File: src/rtl/sem_pkg.sv
package sem_pkg;

  localparam int OWN_W = 2;
  localparam int EVT_N = 2;
  localparam int EVT_ACQ = 0;
  localparam int EVT_END = 1;

  typedef enum logic [OWN_W-1:0] {
    OWN_FREE     = 2'd0,
    OWN_CPU      = 2'd1,
    OWN_SPI      = 2'd2,
    OWN_SPI_WAIT = 2'd3
  } own_t;

  // Next owner from the current owner and this cycle's requests.
  function automatic own_t own_next(own_t cur, logic acq, logic rel, logic cs,
                                    logic done, logic auto_re, logic cpu_first);
    own_t nxt;
    nxt = cur;
    case (cur)
      OWN_FREE: begin
        if (acq && cs) nxt = cpu_first ? OWN_CPU : OWN_SPI_WAIT;
        else if (acq)  nxt = OWN_CPU;
        else if (cs)   nxt = OWN_SPI;
      end
      OWN_CPU: begin
        if (rel) nxt = OWN_FREE;
      end
      OWN_SPI: begin
        if (done)     nxt = (acq || auto_re) ? OWN_CPU : OWN_FREE;
        else if (acq) nxt = OWN_SPI_WAIT;
      end
      OWN_SPI_WAIT: begin
        if (done) nxt = OWN_CPU;
      end
      default: nxt = OWN_FREE;
    endcase
    return nxt;
  endfunction

  // Processor gains the buffer on this transition.
  function automatic logic gains_cpu(own_t cur, own_t nxt);
    return (cur != OWN_CPU) && (nxt == OWN_CPU);
  endfunction

  // A transaction end counts only while the SPI side holds the buffer.
  function automatic logic spi_owned(own_t cur);
    return (cur == OWN_SPI) || (cur == OWN_SPI_WAIT);
  endfunction

endpackage

File: src/rtl/sem_owner_fsm.sv
module sem_owner_fsm
  import sem_pkg::*;
#(
  parameter bit CPU_FIRST = 1'b1
) (
  input  logic clk,
  input  logic rst_n,
  input  logic acquire_i,
  input  logic release_i,
  input  logic cs_active_i,
  input  logic xfer_end_i,
  input  logic auto_reacq_i,
  output own_t owner_o,
  output logic acq_evt_o,
  output logic end_evt_o,
  output logic acq_pulse_o,
  output logic end_pulse_o
);

  own_t owner_q;
  own_t owner_d;

  always_comb begin
    owner_d   = own_next(owner_q, acquire_i, release_i, cs_active_i,
                         xfer_end_i, auto_reacq_i, CPU_FIRST);
    acq_evt_o = gains_cpu(owner_q, owner_d);
    end_evt_o = xfer_end_i && spi_owned(owner_q);
  end

  always_ff @(posedge clk or negedge rst_n) begin
    if (!rst_n) begin
      owner_q     <= OWN_FREE;
      acq_pulse_o <= 1'b0;
      end_pulse_o <= 1'b0;
    end else begin
      owner_q     <= owner_d;
      acq_pulse_o <= acq_evt_o;
      end_pulse_o <= end_evt_o;
    end
  end

  assign owner_o = owner_q;

endmodule

File: src/rtl/sem_event_bank.sv
module sem_event_bank #(
  parameter int N = 2
) (
  input  logic         clk,
  input  logic         rst_n,
  input  logic [N-1:0] evt_i,
  input  logic [N-1:0] clr_i,
  input  logic [N-1:0] en_set_i,
  input  logic [N-1:0] en_clr_i,
  output logic [N-1:0] flags_o,
  output logic [N-1:0] en_o,
  output logic         irq_o
);

  for (genvar g = 0; g < N; g++) begin : g_evt
    logic flag_q;
    logic en_q;
    always_ff @(posedge clk or negedge rst_n) begin
      if (!rst_n) begin
        flag_q <= 1'b0;
        en_q   <= 1'b0;
      end else begin
        flag_q <= evt_i[g] | (flag_q & ~clr_i[g]);
        en_q   <= en_set_i[g] | (en_q & ~en_clr_i[g]);
      end
    end
    assign flags_o[g] = flag_q;
    assign en_o[g]    = en_q;
  end

  assign irq_o = |(flags_o & en_o);

endmodule

File: src/rtl/spi_buf_semaphore.sv
module spi_buf_semaphore
  import sem_pkg::*;
#(
  parameter bit CPU_FIRST = 1'b1
) (
  input  logic             clk,
  input  logic             rst_n,
  input  logic             acquire_i,
  input  logic             release_i,
  input  logic             cs_active_i,
  input  logic             xfer_end_i,
  input  logic             auto_reacq_i,
  input  logic [EVT_N-1:0] flag_clr_i,
  input  logic [EVT_N-1:0] ien_set_i,
  input  logic [EVT_N-1:0] ien_clr_i,
  output logic [OWN_W-1:0] state_o,
  output logic             grant_o,
  output logic             acquired_o,
  output logic             end_o,
  output logic [EVT_N-1:0] flags_o,
  output logic             irq_o
);

  own_t             owner;
  logic             acq_evt;
  logic             end_evt;
  logic [EVT_N-1:0] evt_vec;
  logic [EVT_N-1:0] ien;

  sem_owner_fsm #(.CPU_FIRST(CPU_FIRST)) u_fsm (
    .clk         (clk),
    .rst_n       (rst_n),
    .acquire_i   (acquire_i),
    .release_i   (release_i),
    .cs_active_i (cs_active_i),
    .xfer_end_i  (xfer_end_i),
    .auto_reacq_i(auto_reacq_i),
    .owner_o     (owner),
    .acq_evt_o   (acq_evt),
    .end_evt_o   (end_evt),
    .acq_pulse_o (acquired_o),
    .end_pulse_o (end_o)
  );

  always_comb begin
    evt_vec          = '0;
    evt_vec[EVT_ACQ] = acq_evt;
    evt_vec[EVT_END] = end_evt;
  end

  sem_event_bank #(.N(EVT_N)) u_evt (
    .clk     (clk),
    .rst_n   (rst_n),
    .evt_i   (evt_vec),
    .clr_i   (flag_clr_i),
    .en_set_i(ien_set_i),
    .en_clr_i(ien_clr_i),
    .flags_o (flags_o),
    .en_o    (ien),
    .irq_o   (irq_o)
  );

  assign state_o = owner;
  assign grant_o = spi_owned(owner);

endmodule

File: config.mk
export PLATFORM = sky130hd
export DESIGN_NAME = spi_buf_semaphore
export DESIGN_NICKNAME = d
export VERILOG_FILES = /design/src/rtl/sem_pkg.sv /design/src/rtl/sem_owner_fsm.sv /design/src/rtl/sem_event_bank.sv /design/src/rtl/spi_buf_semaphore.sv
export SDC_FILE = /design/constraint.sdc
export NUM_CORES = 1
export LEC_CHECK = 0
export ABC_AREA = 1
export CAP_MARGIN = 20
export CORE_AREA = 2 2 39 41
export CTS_CLUSTER_DIAMETER = 80
export DETAILED_ROUTE_END_ITERATION = 10
export DIE_AREA = 0 0 41 43
export PLACE_DENSITY = 0.68
export SYNTH_ARGS = -nofsm -noshare
export SYNTH_HDL_FRONTEND = slang
export SYNTH_HIERARCHICAL = 1
export SYNTH_SLANG_ARGS = --single-unit
File: constraint.sdc
create_clock -name clk -period 1.2 [get_ports clk]
set_input_delay 0.12 -clock clk [delete_from_list [all_inputs] [get_ports clk]]
set_output_delay 0.12 -clock clk [all_outputs]
set_load 0.02 [all_outputs]
==> impl_metrics.json <==
{
  "grt_setup_unrepaired": "no",
  "cp-start-kind": "register",
  "hold_ws_ps": 144.3,
  "fin_area_um2": 590.6,
  "grt_max_degree": 9,
  "route.detailed.drc": 0,
  "ctsLongestPathBuffers": 2,
  "core-area_um2": 1384,
  "die_w_um": 41,
  "setup_viol": 0,
  "rr_startpoint": "u_fsm/owner_o[1]",
  "crit_path_end_kind": "primary output",
  "maxSlewHeadroom": 0.7663,
  "critPathTopFamily": "flip-flops",
  "synthCells": 50,
  "cts_made_buffers": 3,
  "leakagePower_nw": 0.3450,
  "worstPathArrival_ps": 1010,
  "finalWorstSetupSlack_ps": 72.57,
  "syn_nets": 63,
  "nNetsFinal": 86,
  "cap_viol_max_count": 0,
  "skew_ps": 1.112,
  "period_share": 0.9395,
  "drt_pass1_iterations": 2,
  "yosys_warnings": 6,
  "diodes": 0,
  "crit_cells": 1,
  "vias": 343,
  "routedWlPerCell_um": 8.586,
  "r2r_end": "u_evt/g_evt[0].flag_q",
  "cts_tree": "built",
  "cts.clk_slew.worst_paths_ps": 50,
  "ant_nets": 0,
  "die_area_um2": 1763,
  "crit_path_cell_trace": "dlygate4sd2_1",
  "worst_path_largest_cell_delay_ps": 410,
  "tightest_slew_ps": 349.4,
  "fillers": 155,
  "postCtsSetupRepairBufs": 0,
  "syn_to_final_growth_pct": 58.39,
  "crit_type": "reg2out",
  "crit_required_ps": 1080,
  "syn_area_um2": 372.9,
  "finalWeightedCongestion": 0.7181,
  "fp.dieH_um": 43,
  "slew_violations": 0,
  "grt_antenna_before_repair": 0,
  "place_ws_ps": 19.53,
  "drive_gt1_frac": 0.08451,
  "hold_class": "in2async",
  "cp_slowest_cell": "dfrtp_1",
  "status": "finished, final reports clean",
  "vias_per_cell": 3.943,
  "row_count": 14,
  "grt_pass1_wl_mm": 1.083,
  "final_util": 0.4268,
  "crit_path_end": "state_o[0]",
  "clockRootBuffer": "clkbuf_4",
  "timing.critical_path.buf_inv": 1,
  "grt_pass1_vias": 285,
  "finalHoldViolCount": 0,
  "initial_core_util": 0.2694,
  "grt_overflow": 0,
  "grt_usage": 0.1017,
  "setup.worst_path.start": "u_fsm/owner_o[0]",
  "final.setup.tns_ps": 0,
  "post-route-min-period_ps": 1127,
  "cts_num_sinks": 8,
  "io_buffer_count": 20,
  "place_area_um2": 581.8,
  "avgSynthCellArea_um2": 7.457,
  "clkLatencyLatePin_ps": 250,
  "wl_um": 747,
  "timing.fmax_ghz": 0.8870,
  "htreeDepth": 1,
  "dpl.hpwl_um": 573.8,
  "drtIter0Drc": 2,
  "io_pins": 21,
  "peakVddDrop_v": 0.0006388,
  "reg2reg_depth": 6,
  "r2r_slack_ps": 120,
  "powerDensity_nw_per_um2": 1814,
  "crit_fanout": 5
}
==> per-layer routing <==
metal / up-vias / wire length (um) / global-route usage
met5: - / 0 / 0
met4: 0 / 34 / 0.1200
met3: 4 / 77 / 0.04712
met2: 15 / 340 / 0.1406
met1: 142 / 295 / 0.09396
li1: 182 / - / -
==> state kept, by name (all words and copies together), names as in the netlist <==
| register | cells |
|---|---|
| u_fsm/end_pulse_o | 1 |
| u_fsm/owner_o | 2 |
| u_evt/g_evt.en_q | 2 |
| u_fsm/acq_pulse_o | 1 |
| u_evt/g_evt.flag_q | 2 |
==> area by class of cell <==
| cell class | instances | area, um^2 | share of cell area |
|---|---|---|---|
| Sequential cell | 8 | 200.2 | 0.3390 |
| Tap cell | 16 | 20.02 | 0.03390 |
| Clock buffer | 3 | 22.52 | 0.03814 |
| Multi-Input combinational cell | 27 | 108.9 | 0.1843 |
| Inverter | 12 | 45.04 | 0.07627 |
| Timing Repair Buffer | 21 | 193.9 | 0.3284 |
==> cell usage in the layout (no fill, tap or decap), drive strengths merged <==
master	instances
a21oi	1
buf	1
clkbuf	4
clkdlybuf4s50	12
dfrtp	8
dlygate4sd2	7
inv	12
nand2	21
nor2	3
o21ai	2
==> power breakdown <==
part           total [mW]  internal (mW)  switching [mW]
clock network       0.197          0.114          0.0835
registers           0.400          0.348          0.0521
logic               0.474          0.195           0.279
total                1.07          0.656           0.415
==> worst min path at each step <==
stage / slack [ps] / cells past startpoint / to
floorplan: -180 / 0 / u_evt/g_evt[0].en_q
finish: 140 / 1 / u_evt/g_evt[1].en_q
global route: 180 / 1 / u_evt/g_evt[1].en_q
detailed placement: 420 / 1 / u_fsm/end_pulse_o
global placement: 420 / 1 / u_fsm/end_pulse_o
CTS: 150 / 1 / u_evt/g_evt[1].en_q
==> timing repair <==
item                                    4_1_cts  5_1_grt
hold endpoints to repair                      0        0
endpoints found under the setup margin        8        1
pin swaps                                     0        0
gates resized for setup                       8        2
hold buffers                                  0        0
==> stage by stage <==
step,cells,total power [mW]
final,87,1.071
after global routing,87,1.147
after CTS,87,1.095
after detailed placement,84,0.9600
after global placement,84,0.9478
after floorplan,50,0.7136
No activity file was read; power rests on OpenSTA's default activity.
